--- config.mk ---
export PLATFORM = sky130hd
export DESIGN_NAME = tach_capture_timer
export DESIGN_NICKNAME = d
export VERILOG_FILES = /design/src/rtl/tach_pkg.sv /design/src/rtl/tach_sync.sv /design/src/rtl/tach_prescale.sv /design/src/rtl/tach_core.sv /design/src/rtl/tach_capture_timer.sv
export SDC_FILE = /design/constraint.sdc
export NUM_CORES = 1
export LEC_CHECK = 0
export BUFFER_PORTS_ARGS = -buffer_cell sky130_fd_sc_hd__buf_2
export CORE_MARGIN = 4
export CORE_UTILIZATION = 30
export DETAILED_ROUTE_END_ITERATION = 8
export HOLD_SLACK_MARGIN = 0.06
export SYNTH_ARGS = -nofsm -noshare
export SYNTH_HDL_FRONTEND = slang
export SYNTH_SLANG_ARGS = --single-unit
--- constraint.sdc ---
create_clock -name clk -period 4.1 [get_ports clk]
set_clock_uncertainty 0.05 [all_clocks]
set_input_delay 0.41 -clock clk [delete_from_list [all_inputs] [get_ports clk]]
set_output_delay 0.41 -clock clk [all_outputs]
set_load 0.01 [all_outputs]
--- src/rtl/tach_pkg.sv ---
package tach_pkg;
  localparam int BUS_W = 16;

  typedef enum logic [3:0] {
    IX_COUNT = 4'd0,
    IX_CAPT  = 4'd1,
    IX_LIMIT = 4'd2,
    IX_DIV   = 4'd3,
    IX_RUN   = 4'd4,
    IX_STAT  = 4'd5,
    IX_CLR   = 4'd6,
    IX_IEN   = 4'd7
  } reg_ix_e;

  localparam int FLAG_CAPT = 0;
  localparam int FLAG_TMO  = 4;

  function automatic logic [BUS_W-1:0] lane_merge(
    input logic [BUS_W-1:0] old_v,
    input logic [BUS_W-1:0] wd,
    input logic             half,
    input logic             upper
  );
    if (half)       return wd;
    else if (upper) return {wd[7:0], old_v[7:0]};
    else            return {old_v[15:8], wd[7:0]};
  endfunction
endpackage

--- src/rtl/tach_sync.sv ---
module tach_sync #(
  parameter int STAGES = 2
) (
  input  logic clk,
  input  logic rst,
  input  logic din,
  output logic rise
);
  logic [STAGES-1:0] chain;
  logic              prev;

  for (genvar g = 0; g < STAGES; g++) begin : g_stage
    if (g == 0) begin : g_first
      always_ff @(posedge clk) begin
        if (rst) chain[g] <= 1'b0;
        else     chain[g] <= din;
      end
    end else begin : g_next
      always_ff @(posedge clk) begin
        if (rst) chain[g] <= 1'b0;
        else     chain[g] <= chain[g-1];
      end
    end
  end

  always_ff @(posedge clk) begin
    if (rst) prev <= 1'b0;
    else     prev <= chain[STAGES-1];
  end

  assign rise = chain[STAGES-1] & ~prev;
endmodule

--- src/rtl/tach_prescale.sv ---
module tach_prescale #(
  parameter int PRE_W = 8
) (
  input  logic             clk,
  input  logic             rst,
  input  logic             run,
  input  logic [PRE_W-1:0] div,
  output logic             tick
);
  logic [PRE_W-1:0] pcnt;

  assign tick = run && (pcnt == div);

  always_ff @(posedge clk) begin
    if (rst)       pcnt <= '0;
    else if (!run) pcnt <= '0;
    else if (tick) pcnt <= '0;
    else           pcnt <= pcnt + 1'b1;
  end
endmodule

--- src/rtl/tach_core.sv ---
module tach_core
  import tach_pkg::*;
#(
  parameter int CNT_W  = 16,
  parameter int FLAG_W = 6
) (
  input  logic              clk,
  input  logic              rst,
  input  logic              run,
  input  logic              tick,
  input  logic              rise,
  input  logic [CNT_W-1:0]  limit,
  input  logic              cnt_wr,
  input  logic [CNT_W-1:0]  cnt_wdata,
  input  logic              cap_wr,
  input  logic [CNT_W-1:0]  cap_wdata,
  input  logic [FLAG_W-1:0] clr_mask,
  output logic [CNT_W-1:0]  cnt,
  output logic [CNT_W-1:0]  cap,
  output logic [FLAG_W-1:0] flags,
  output logic              done
);
  logic             armed;
  logic             hit_cap;
  logic             hit_tmo;
  logic [CNT_W-1:0] cnt_dec;
  logic [FLAG_W-1:0] flag_set;

  assign armed   = run && !done && !cnt_wr;
  assign cnt_dec = cnt - 1'b1;
  assign hit_cap = armed && rise;
  assign hit_tmo = armed && !rise && tick && (cnt_dec == limit);

  always_comb begin
    flag_set = '0;
    flag_set[FLAG_CAPT] = hit_cap;
    flag_set[FLAG_TMO]  = hit_tmo;
  end

  always_ff @(posedge clk) begin
    if (rst) begin
      cnt   <= '1;
      cap   <= '1;
      flags <= '0;
      done  <= 1'b0;
    end else begin
      flags <= (flags & ~clr_mask) | flag_set;
      if (cnt_wr) begin
        cnt  <= cnt_wdata;
        done <= 1'b0;
      end else if (hit_cap) begin
        done <= 1'b1;
      end else if (armed && tick) begin
        cnt <= cnt_dec;
        if (hit_tmo) done <= 1'b1;
      end
      if (cap_wr)       cap <= cap_wdata;
      else if (hit_cap) cap <= cnt;
    end
  end
endmodule

--- src/rtl/tach_capture_timer.sv ---
module tach_capture_timer
  import tach_pkg::*;
#(
  parameter int CNT_W       = 16,
  parameter int PRE_W       = 8,
  parameter int FLAG_W      = 6,
  parameter int SYNC_STAGES = 2,
  parameter int ADDR_W      = 5
) (
  input  logic              clk,
  input  logic              rst,
  input  logic              bus_wr,
  input  logic              bus_rd,
  input  logic              bus_half,
  input  logic [ADDR_W-1:0] bus_addr,
  input  logic [15:0]       bus_wdata,
  output logic [15:0]       bus_rdata,
  output logic              bus_rvalid,
  input  logic              tach_in,
  output logic              irq
);
  localparam int IX_W = ADDR_W - 1;

  logic [IX_W-1:0]   ix;
  logic              upper;
  logic [BUS_W-1:0]  rd_word;
  logic [BUS_W-1:0]  wr_word;
  logic [CNT_W-1:0]  limit_q;
  logic [PRE_W-1:0]  div_q;
  logic              run_q;
  logic [FLAG_W-1:0] ien_q;
  logic [CNT_W-1:0]  cnt;
  logic [CNT_W-1:0]  cap;
  logic [FLAG_W-1:0] flags;
  logic              done;
  logic              tick;
  logic              rise;
  logic              cnt_wr;
  logic              cap_wr;
  logic [FLAG_W-1:0] clr_mask;

  assign ix    = bus_addr[ADDR_W-1:1];
  assign upper = bus_addr[0];

  always_comb begin
    rd_word = '0;
    case (ix)
      IX_W'(IX_COUNT): rd_word = BUS_W'(cnt);
      IX_W'(IX_CAPT):  rd_word = BUS_W'(cap);
      IX_W'(IX_LIMIT): rd_word = BUS_W'(limit_q);
      IX_W'(IX_DIV):   rd_word = BUS_W'(div_q);
      IX_W'(IX_RUN):   rd_word = BUS_W'(run_q);
      IX_W'(IX_STAT):  rd_word = BUS_W'(flags);
      IX_W'(IX_IEN):   rd_word = BUS_W'(ien_q);
      default:         rd_word = '0;
    endcase
  end

  assign wr_word  = lane_merge(rd_word, bus_wdata, bus_half, upper);
  assign cnt_wr   = bus_wr && (ix == IX_W'(IX_COUNT));
  assign cap_wr   = bus_wr && (ix == IX_W'(IX_CAPT));
  assign clr_mask = (bus_wr && (ix == IX_W'(IX_CLR))) ?
                    FLAG_W'(lane_merge('0, bus_wdata, bus_half, upper)) : '0;

  always_ff @(posedge clk) begin
    if (rst) begin
      limit_q <= '0;
      div_q   <= '0;
      run_q   <= 1'b0;
      ien_q   <= '0;
    end else if (bus_wr) begin
      case (ix)
        IX_W'(IX_LIMIT): limit_q <= CNT_W'(wr_word);
        IX_W'(IX_DIV):   div_q   <= PRE_W'(wr_word);
        IX_W'(IX_RUN):   run_q   <= wr_word[0];
        IX_W'(IX_IEN):   ien_q   <= FLAG_W'(wr_word);
        default: ;
      endcase
    end
  end

  always_ff @(posedge clk) begin
    if (rst) begin
      bus_rdata  <= '0;
      bus_rvalid <= 1'b0;
      irq        <= 1'b0;
    end else begin
      bus_rvalid <= bus_rd;
      if (bus_rd) begin
        if (bus_half)   bus_rdata <= rd_word;
        else if (upper) bus_rdata <= {8'h00, rd_word[15:8]};
        else            bus_rdata <= {8'h00, rd_word[7:0]};
      end
      irq <= |(flags & ien_q);
    end
  end

  tach_sync #(.STAGES(SYNC_STAGES)) u_sync (
    .clk (clk),
    .rst (rst),
    .din (tach_in),
    .rise(rise)
  );

  tach_prescale #(.PRE_W(PRE_W)) u_pre (
    .clk (clk),
    .rst (rst),
    .run (run_q),
    .div (div_q),
    .tick(tick)
  );

  tach_core #(.CNT_W(CNT_W), .FLAG_W(FLAG_W)) u_core (
    .clk      (clk),
    .rst      (rst),
    .run      (run_q),
    .tick     (tick),
    .rise     (rise),
    .limit    (limit_q),
    .cnt_wr   (cnt_wr),
    .cnt_wdata(CNT_W'(wr_word)),
    .cap_wr   (cap_wr),
    .cap_wdata(CNT_W'(wr_word)),
    .clr_mask (clr_mask),
    .cnt      (cnt),
    .cap      (cap),
    .flags    (flags),
    .done     (done)
  );
endmodule

==> flow_summary.toml, run 1 <==
[outcome]
status = "completed"

[worst_setup_path]
crit_chain = "inv_1 -> ha_1 -> nor3b_4 -> nand2_2 -> xnor2_1 -> mux2i_1 -> nor4_1 -> o2111ai_1 -> a21boi_1"
cp_slowest_cell = "nor3b_4"
cp.required_ps = 4340
critPathKind = "flop to flop"
endpoint_kind = "flop"
crit_path_max_incr_delay_ps = 410
cp.arrival_ps = 2850
critPathLaunchType = "flop"
crit_path_max_fanout = 8

[global_route]
grt_use_met2_pct = 23.7
grt_pass1_wl_um = 25100
grt_max_degree = 42
grt_use_met1_pct = 21.8
antenna_found_initial = 0
grt_busiest_layer = "met2"
grt_util_all_layers_pct = 15.6
grt_pass1_vias = 4476
grt_overflow = 0
met3_usage_pct = 4.33

[power]
power_leakage_nw = 2.24
finalPower_mw = 2.10
powerDensity_mw_per_mm2 = 344
peakVddDrop_mv = 0.289

[synthesis]
yosys.area.top_type = "dfxtp_1"
synth-edff-count = 0
syn_area_sq_mm = 0.00550
synth_seq_cells = 99
synthTopCellsByArea = "dfxtp_1, mux2i_1, xnor2_1, nor2_1, a21oi_1"
synth_cell_type_count = 63
syn_nets = 671
synthCells = 642
yosysSeqAreaShare_pct = 36.0
synth_top_area_share_pct = 36.0
syn_area_per_cell_sq_um = 8.57
synth_warnings = 0
synth-main-ff-cell = "dfxtp_1"
async_flop_share_pct = 0

[floorplanning]
io_pins = 45
rows = 49
die_y_um = 143
die_w_um = 143
die_area_sq_mm = 0.0206
coreArea_sq_mm = 0.0180
initial_core_util_pct = 30.5

[min_path]
min_path_type = "primary input to flop"

[timing]
max-slew-margin-rel_pct = 24.3
period_minus_slack_ps = 2610
finalSetupViolCount = 0
tightest_slew_ps = 1120
rsz0062_at_grt = "false"
timing.fmax_mhz = 383
finalCritPeriodShare_pct = 63.7
hold_viol = 0
timing.setup.tns_ps = 0
final_max_slew_viol_count = 0

[final_layout]
fillCellCount = 1935
n_antenna_cell = 0
design_area_sq_mm = 0.00609
nets = 680
multiInputGateArea_sq_mm = 0.00325
area_growth_pct = 10.8
drive_above_1_share_pct = 13.7
layout_commonest_cell = "dfxtp_1"
finish.utilization_pct = 33.8
final_cell_mix = "dfxtp_1, nor2_1, mux2i_1, a21oi_1, buf_2"
seq_area_sq_mm = 0.00198

[clock_tree]
root_buffer = "clkbuf_16"
cts_inserted_buffers = 9
ctsHoldBuffers = 0
clkSlewWorstSetupHoldPaths_ps = 70
cts.htree.levels = 3
post_cts_buffers = 0
cts_resized = 0
clkLatencyLatePin_ps = 360
clockBufferDepth = 2
clkSinkCount = 99
cts_tree = "built"

[placement]
routabilityCongestion = 0.854
postPlaceCellArea_sq_mm = 0.00579
hpwl_um = 11500
portBuffers = 44

[drt]
drt_wl_total_um = 15700
vias = 4771
wl_per_cell_um = 17.8
viasPerCell = 5.39
firstDrtPassIters = 5
drc_errors = 0
drtAntennaViolNets = 0
drtIter0Drc = 465

[flow_run]
drv_cap = 0
through the flow:
stage | setup slack, ps | cells | hold WS (ps)
finish | 1490 | 885 | 206
global route | 1300 | 885 | 238
CTS | 1510 | 885 | 196
detailed placement | 1160 | 869 | 389
global placement | 1150 | 869 | 368
floorplan | 1900 | 642 | 364
cell usage after synthesis, types with 3 or more instances:
| cell type | instances |
|---|---|
| a22o_1 | 3 |
| mux2i_1 | 47 |
| nor4_1 | 5 |
| mux2_2 | 3 |
| or2_2 | 4 |
| mux4_2 | 4 |
| clkbuf_1 | 32 |
| nor4b_1 | 3 |
| and2_1 | 3 |
| a22oi_1 | 27 |
| buf_6 | 4 |
| nand2b_1 | 19 |
| buf_4 | 5 |
| nand4_1 | 4 |
| a211oi_1 | 20 |
| nand3b_1 | 6 |
| a221oi_1 | 3 |
| inv_1 | 6 |
| nor2b_1 | 15 |
| buf_2 | 9 |
| a21oi_1 | 46 |
| dfxtp_1 | 99 |
| a31oi_1 | 4 |
| nor2_1 | 72 |
| xnor2_1 | 33 |
| o21ai_0 | 27 |
| and3_1 | 6 |
| nor3_1 | 17 |
| xor2_1 | 13 |
| nand2_1 | 43 |
| nand3_1 | 17 |
| o22ai_1 | 3 |
routing by layer:
| metal | wire [um] | share of wire [%] | vias up |
|---|---|---|---|
| met4 | 292 | 1.9 | 0 |
| met2 | 7250 | 46 | 158 |
| li1 | - | - | 2312 |
| met3 | 1010 | 6.4 | 22 |
| met1 | 7190 | 46 | 2279 |
| met5 | 0 | 0 | - |
registers in the layout (all words and copies together), names as in the netlist:
signal        count
bus_rdata        16
limit_q          16
u_core.cap       16
u_core.cnt       16
div_q             8
u_pre.pcnt        8
ien_q             6
u_core.flags      6
u_sync.chain      2
bus_rvalid        1
irq               1
run_q             1
u_core.done       1
u_sync.prev       1
worst max-delay path, delay by kind of cell, from the launching register on:
family	cells	cell delay [ps]
mux	1	110
compound gates	2	570
fa+ha+maj	1	220
xor+xnor	1	220
buf+inv	1	140
flops	1	400
simple gates	3	840
path summary, 6_finish.rpt:
kind | startpoint | end | slack [ps] | cells past startpoint
worst max register to register | u_core.cnt[0] | u_core.done | 1490 | 9
worst max-delay path | u_core.cnt[0] | u_core.done | 1490 | 9
worst min-delay path | tach_in | u_sync.chain[0] | 210 | 2
worst min register to register | u_sync.chain[0] | u_sync.chain[1] | 400 | 1
power by group:
group          switching, mW  internal [mW]
logic                  0.138         0.0771
clock network          0.390          0.492
registers             0.0194          0.979
area by class of cell:
type                            instances  share of cell area, %
Inverter                                6                  0.370
Multi-Input combinational cell        487                   53.3
Timing Repair Buffer                   48                   4.11
Clock inverter                          5                  0.986
Clock buffer                           11                   3.98
Sequential cell                        99                   32.5
Tap cell                              229                   4.70
cell families after synthesis:
| logic type | synth area share (%) |
|---|---|
| muxes | 10.8 |
| DFF | 36.0 |
| adders and majority gates | 0.455 |
| xor gates and xnor gates | 7.32 |
| buffers and inverters | 4.91 |
| AOI/OAI and AO/OA | 17.5 |
| and+or+nand+nor | 23.0 |
No activity file was read; power rests on OpenSTA's default activity.
==> run 2: changes to the inputs <==
ABC_AREA = 1   (was default)
clock period = 2.45 ns   (was 4.1 ns; I/O delays follow)
==> flow_summary.toml, run 2 <==
[outcome]
status = "completed"

[final_layout]
nets = 931
seq_area_sq_mm = 0.00198
area_growth_pct = 12.9
multiInputGateArea_sq_mm = 0.00302
final_cell_mix = "nand2_1, inv_1, dfxtp_1, nand3_1, nor2_1"
drive_above_1_share_pct = 13.3
design_area_sq_mm = 0.00638
layout_commonest_cell = "nand2_1"
fillCellCount = 2036
n_antenna_cell = 0

[worst_setup_path]
critPathKind = "flop to flop"
critPathLaunchType = "flop"
r2r-end = "u_core.flags[4]"
reg2reg_depth = 14
endpoint_kind = "flop"
crit_path_max_fanout = 8
cp.required_ps = 2690
cp.arrival_ps = 2310
worstReg2RegStart = "u_core.cnt[0]"
r2r_slack_ps = 380

[synthesis]
synth-edff-count = 0
synth_top_area_share_pct = 35.0
synth_warnings = 0
synth_commonest_cells = "nand2_1, inv_1, dfxtp_1"
async_flop_share_pct = 0
syn_nets = 893
synthCells = 864
synthTopCellsByArea = "dfxtp_1, nand2_1, inv_1, nand3_1, nor2_1"
syn_area_sq_mm = 0.00566
yosysSeqAreaShare_pct = 35.0
synth_seq_cells = 99
syn_area_per_cell_sq_um = 6.55
yosys.area.top_type = "dfxtp_1"
synth-main-ff-cell = "dfxtp_1"
synth_cell_type_count = 42
synth_most_common_cell = "nand2_1"

[drt]
drtAntennaViolNets = 0
firstDrtPassIters = 5
drtIter0Drc = 496
drt_wl_total_um = 18600
wl_per_cell_um = 16.4
vias = 5816
drc_errors = 0
viasPerCell = 5.12

[placement]
portBuffers = 44
routabilityCongestion = 0.934
hpwl_um = 13800
postPlaceCellArea_sq_mm = 0.00609

[floorplanning]
io_pins = 45
initial_core_util_pct = 31.0
die_area_sq_mm = 0.0211
rows = 49
coreArea_sq_mm = 0.0183
die_y_um = 145
die_w_um = 145

[timing]
period_minus_slack_ps = 2070
hold_viol = 0
final_max_slew_viol_count = 0
finalCritPeriodShare_pct = 84.5
timing.setup.tns_ps = 0
finalSetupViolCount = 0
timing.fmax_mhz = 483
tightest_slew_ps = 712
max-slew-margin-rel_pct = 52.4
rsz0062_at_grt = "false"

[flow_run]
drv_cap = 0

[power]
power_leakage_nw = 3.03
powerDensity_mw_per_mm2 = 542
peakVddDrop_mv = 0.309

[min_path]
whs_path_depth = 4
worstHoldEndpoint = "div_q[1]"
min_path_type = "primary input to flop"
hp-start = "rst"

[clock_tree]
clockBufferDepth = 2
cts_resized = 0
root_buffer = "clkbuf_16"
cts_inserted_buffers = 9
clkLatencyLatePin_ps = 360
cts_tree = "built"
post_cts_buffers = 0
clkSinkCount = 99
clkSlewWorstSetupHoldPaths_ps = 70
ctsHoldBuffers = 1
cts.htree.levels = 3

[global_route]
grt_overflow = 0
grt_pass1_vias = 5458
grt_max_degree = 46
antenna_found_initial = 0
grt_pass1_wl_um = 29800
grt_util_all_layers_pct = 17.4
## run 2: changes by cell type in the layout (fill, tap and decap cells not counted), sizes merged, moves of 15 or more
cell | previous run | this run
nand2 | 44 | 230
inv | 7 | 127
nand3 | 18 | 85
mux2i | 47 | 0
o21ai | 27 | 73
xnor2 | 33 | 0
a22oi | 27 | 0
nor2 | 73 | 94
nand2b | 19 | 0
a211oi | 20 | 2
nor2b | 16 | 0
nor3 | 19 | 3
a21oi | 46 | 61
## run 2: kinds of logic (layout without fill, tap and decap cells)
logic type / after synthesis / in the layout / synth area share (%)
fa+ha+maj: 2 / 2 / 0.442
flops: 99 / 99 / 35.0
simple gates: 418 / 418 / 33.1
xor+xnor: 8 / 8 / 1.48
buf+inv: 157 / 200 / 11.6
compound gates: 180 / 180 / 18.4
## run 2: metal layers
layer,GRT usage [%],share of wire [%]
met1,24.8,47
met5,0,0
met2,26.8,44
met3,3.65,7.3
met4,4.75,2.1
## run 2: final cells by class
class	instances	share of cell area, %
multi-input combinational	608	47.3
sequential	99	31.0
inverter	127	7.66
timing repair buffer	57	5.02
tap	229	4.49
clock buffer	12	4.02
clock inverter	4	0.510
## run 2: critical path, cell delays in order, from the launching register on
cell and delay [ps]:
dfxtp_1 340, inv_2 150, ha_1 230, nand2_1 120
nor2_2 230, nand2_1 90, nand2_1 80, nand2_1 90
nand2_1 110, nand2_1 70, inv_1 60, nand2_1 40
nor2_1 90, nand2_1 110, a21oi_1 130
## run 2: how the worst max path moves through the flow
stage / startpoint / to / slack (ps) / cells past startpoint
5_1_grt: u_core.cnt[0] / u_core.flags[4] / 190 / 12
3_5_place_dp: bus_addr[4] / bus_rdata[1] / 300 / 11
2_1_floorplan: u_core.cnt[0] / u_core.flags[4] / 810 / 14
6_report: u_core.cnt[0] / u_core.flags[4] / 380 / 14
4_1_cts: u_core.cnt[0] / u_core.flags[4] / 430 / 14
3_3_place_gp: bus_addr[4] / bus_rdata[1] / 220 / 9
## run 2: power breakdown
| part | internal [mW] | switching [mW] | leakage [nW] | total, mW |
|---|---|---|---|---|
| registers | 1.64 | 0.0265 | 0.803 | 1.67 |
| clock network | 0.751 | 0.668 | 0.135 | 1.42 |
| logic | 0.109 | 0.258 | 2.09 | 0.367 |
| total | 2.51 | 0.952 | 3.03 | 3.46 |
## run 2: metrics by stage
step | total power, mW | worst slack [ps] | hold slack, ps | cells | utilization (%)
after floorplan | 1.93 | 811 | 302 | 864 | -
after global placement | 2.07 | 223 | 343 | 1119 | 33.3
after detailed placement | 2.07 | 300 | 350 | 1119 | 33.3
after CTS | 3.47 | 426 | 219 | 1136 | 34.9
after global routing | 3.59 | 186 | 253 | 1136 | 34.9
final | 3.46 | 381 | 218 | 1136 | 34.9
==> run 3: changes to the inputs <==
clock period = 1.83 ns   (was 2.45 ns; I/O delays follow)
==> flow_summary.toml, run 3 (same netlist as run 2, synthesis figures left out) <==
[floorplanning]
coreArea_sq_mm = 0.0183
initial_core_util_pct = 31.0
die_y_um = 145
rows = 49
die_area_sq_mm = 0.0211
die_w_um = 145
io_pins = 45

[placement]
routabilityCongestion = 0.947
hpwl_um = 14800
portBuffers = 44

[timing]
timing.setup.tns_ps = -152
finalSetupViolCount = 2
timing.fmax_mhz = 524
max-slew-margin-rel_pct = 65.0
finalCritPeriodShare_pct = 104
hold_slack_ps = 160
tightest_slew_ps = 525
final_max_slew_viol_count = 0
hold_viol = 0
period_minus_slack_ps = 1910
setup_ws_ps = -79.7
rsz0062_at_grt = "true"

[worst_setup_path]
crit_chain = "buf_6 -> nor2_4 -> nand2_8 -> nor2_4 -> nand2_2 -> nand2_2 -> nand2_1 -> a21oi_2 -> nand3_2 -> nor2_2 -> nand2_2 -> a21oi_2"
crit_path_max_incr_delay_ps = 340
r2r_slack_ps = -80
crit_path_max_fanout = 6
critPathLaunchType = "flop"
endpoint_kind = "flop"
critPathKind = "flop to flop"
cp.required_ps = 2060
worstReg2RegStart = "u_core.cnt[1]"
reg2reg_depth = 12
cp.arrival_ps = 2140
r2r-end = "u_core.flags[4]"
cp_slowest_cell = "dfxtp_2"
cp_common_cell = "nand2_2"

[drt]
wl_per_cell_um = 16.9
drtIter0Drc = 580
vias = 6131
viasPerCell = 5.15
firstDrtPassIters = 6
drt_wl_total_um = 20100
drtAntennaViolNets = 0
drc_errors = 0

[outcome]
status = "finished, violations left"
violations = "negative setup slack"

[power]
p_int_mw = 3.52
clockPowerShare_pct = 42.2
combPwrFrac_pct = 11.7
powerDensity_mw_per_mm2 = 688
p_sw_mw = 1.34
peakVddDrop_mv = 0.469
swShare_pct = 27.5
seqPwrFrac_pct = 46.1
power_leakage_nw = 3.34

[final_layout]
finish.utilization_pct = 38.6
n_antenna_cell = 0
layout_commonest_cell = "nand2_1"
area_growth_pct = 24.8
nets = 985
final_cell_mix = "nand2_1, inv_1, dfxtp_1, nand3_1, nor2_1"
fillCellCount = 1964
drive_above_1_share_pct = 24.0

[min_path]
min_path_type = "primary input to flop"
worstHoldEndpoint = "limit_q[10]"
whs_path_depth = 5
hp-start = "bus_wdata[10]"

[clock_tree]
cts.htree.levels = 3
cts_tree = "built"
clockBufferDepth = 2
cts_inserted_buffers = 9
clkSlewWorstSetupHoldPaths_ps = 80
clkSinkCount = 99
root_buffer = "clkbuf_16"
clkLatencyLatePin_ps = 350

[global_route]
grt_util_all_layers_pct = 18.3
grt_pass1_vias = 5676
grt_pass1_wl_um = 31100
grt_overflow = 0
antenna_found_initial = 0
grt_max_degree = 38

[flow_run]
drv_cap = 0
-- run 3: cell types whose count changed in the layout (fill, tap and decap cells not counted), sizes merged --
cell | previous run | this run
bufinv | 0 | 1
inv | 127 | 128
clkinvlp | 2 | 0
buf | 56 | 109
clkinv | 2 | 4
clkbuf | 12 | 11
-- run 3: critical path, delay by kind of cell (launching register included) --
kind            cells  cell delay [ps]
simple gates        9             1030
flops               1              340
compound gates      2              300
buf+inv             1              120
-- run 3: repair_timing --
action / CTS / global route
gates resized for setup: 20 / 48
cloned: 0 / 1
endpoints found under the hold margin: 1 / 0
endpoints found under the setup margin: 2 / 20
hold buffers: 1 / 0
pin swaps: 14 / 28
setup buffers: 7 / 5
-- run 3: routing by layer --
layer / vias to the layer above / part of all wire [%] / track usage, %
li1: 2998 / - / -
met1: 2825 / 46 / 25.7
met2: 260 / 44 / 28.5
met3: 48 / 7.7 / 3.37
met4: 0 / 3.0 / 6.08
met5: - / 0 / 0
-- run 3: how the worst max path moves through the flow --
stage / endpoint / depth (start not counted) / start / slack [ps]
4_1_cts: u_core.flags[4] / 12 / u_core.cnt[1] / -40
5_1_grt: u_core.done / 11 / u_core.cnt[2] / -140
3_5_place_dp: u_core.flags[4] / 13 / u_core.cnt[0] / -220
6_report: u_core.flags[4] / 12 / u_core.cnt[1] / -80
2_1_floorplan: u_core.flags[4] / 14 / u_core.cnt[0] / 190
3_3_place_gp: u_core.flags[4] / 13 / u_core.cnt[0] / -210
-- run 3: power by group through the flow --
stage          Combinational [mW]  Clock (mW)  Sequential, mW
2_1_floorplan               0.297           0            2.28
3_3_place_gp                0.538           0            2.29
3_5_place_dp                0.538           0            2.29
4_1_cts                     0.549        2.07            2.24
5_1_grt                     0.623        2.16            2.24
6_report                    0.569        2.05            2.24
-- run 3: cell type report --
| class | count | area (sq um) | share of cell area [%] |
|---|---|---|---|
| clock buffers | 10 | 239 | 3.38 |
| multi-input cells | 608 | 3160 | 44.7 |
| repair buffers | 111 | 812 | 11.5 |
| inverters | 127 | 492 | 6.96 |
| clock inverters | 6 | 72.6 | 1.03 |
| flip-flops and latches | 99 | 2000 | 28.4 |
| well taps | 229 | 287 | 4.06 |
-- run 3: per-stage QoR --
step | area (sq um) | std cells | power (mW) | setup slack, ps
after floorplan | 5660 | 864 | 2.58 | 191
final | 7060 | 1190 | 4.86 | -79.7
after detailed placement | 6450 | 1161 | 2.82 | -220
after global routing | 7060 | 1190 | 5.02 | -136
after CTS | 6890 | 1185 | 4.85 | -40.6
after global placement | 6450 | 1161 | 2.82 | -210
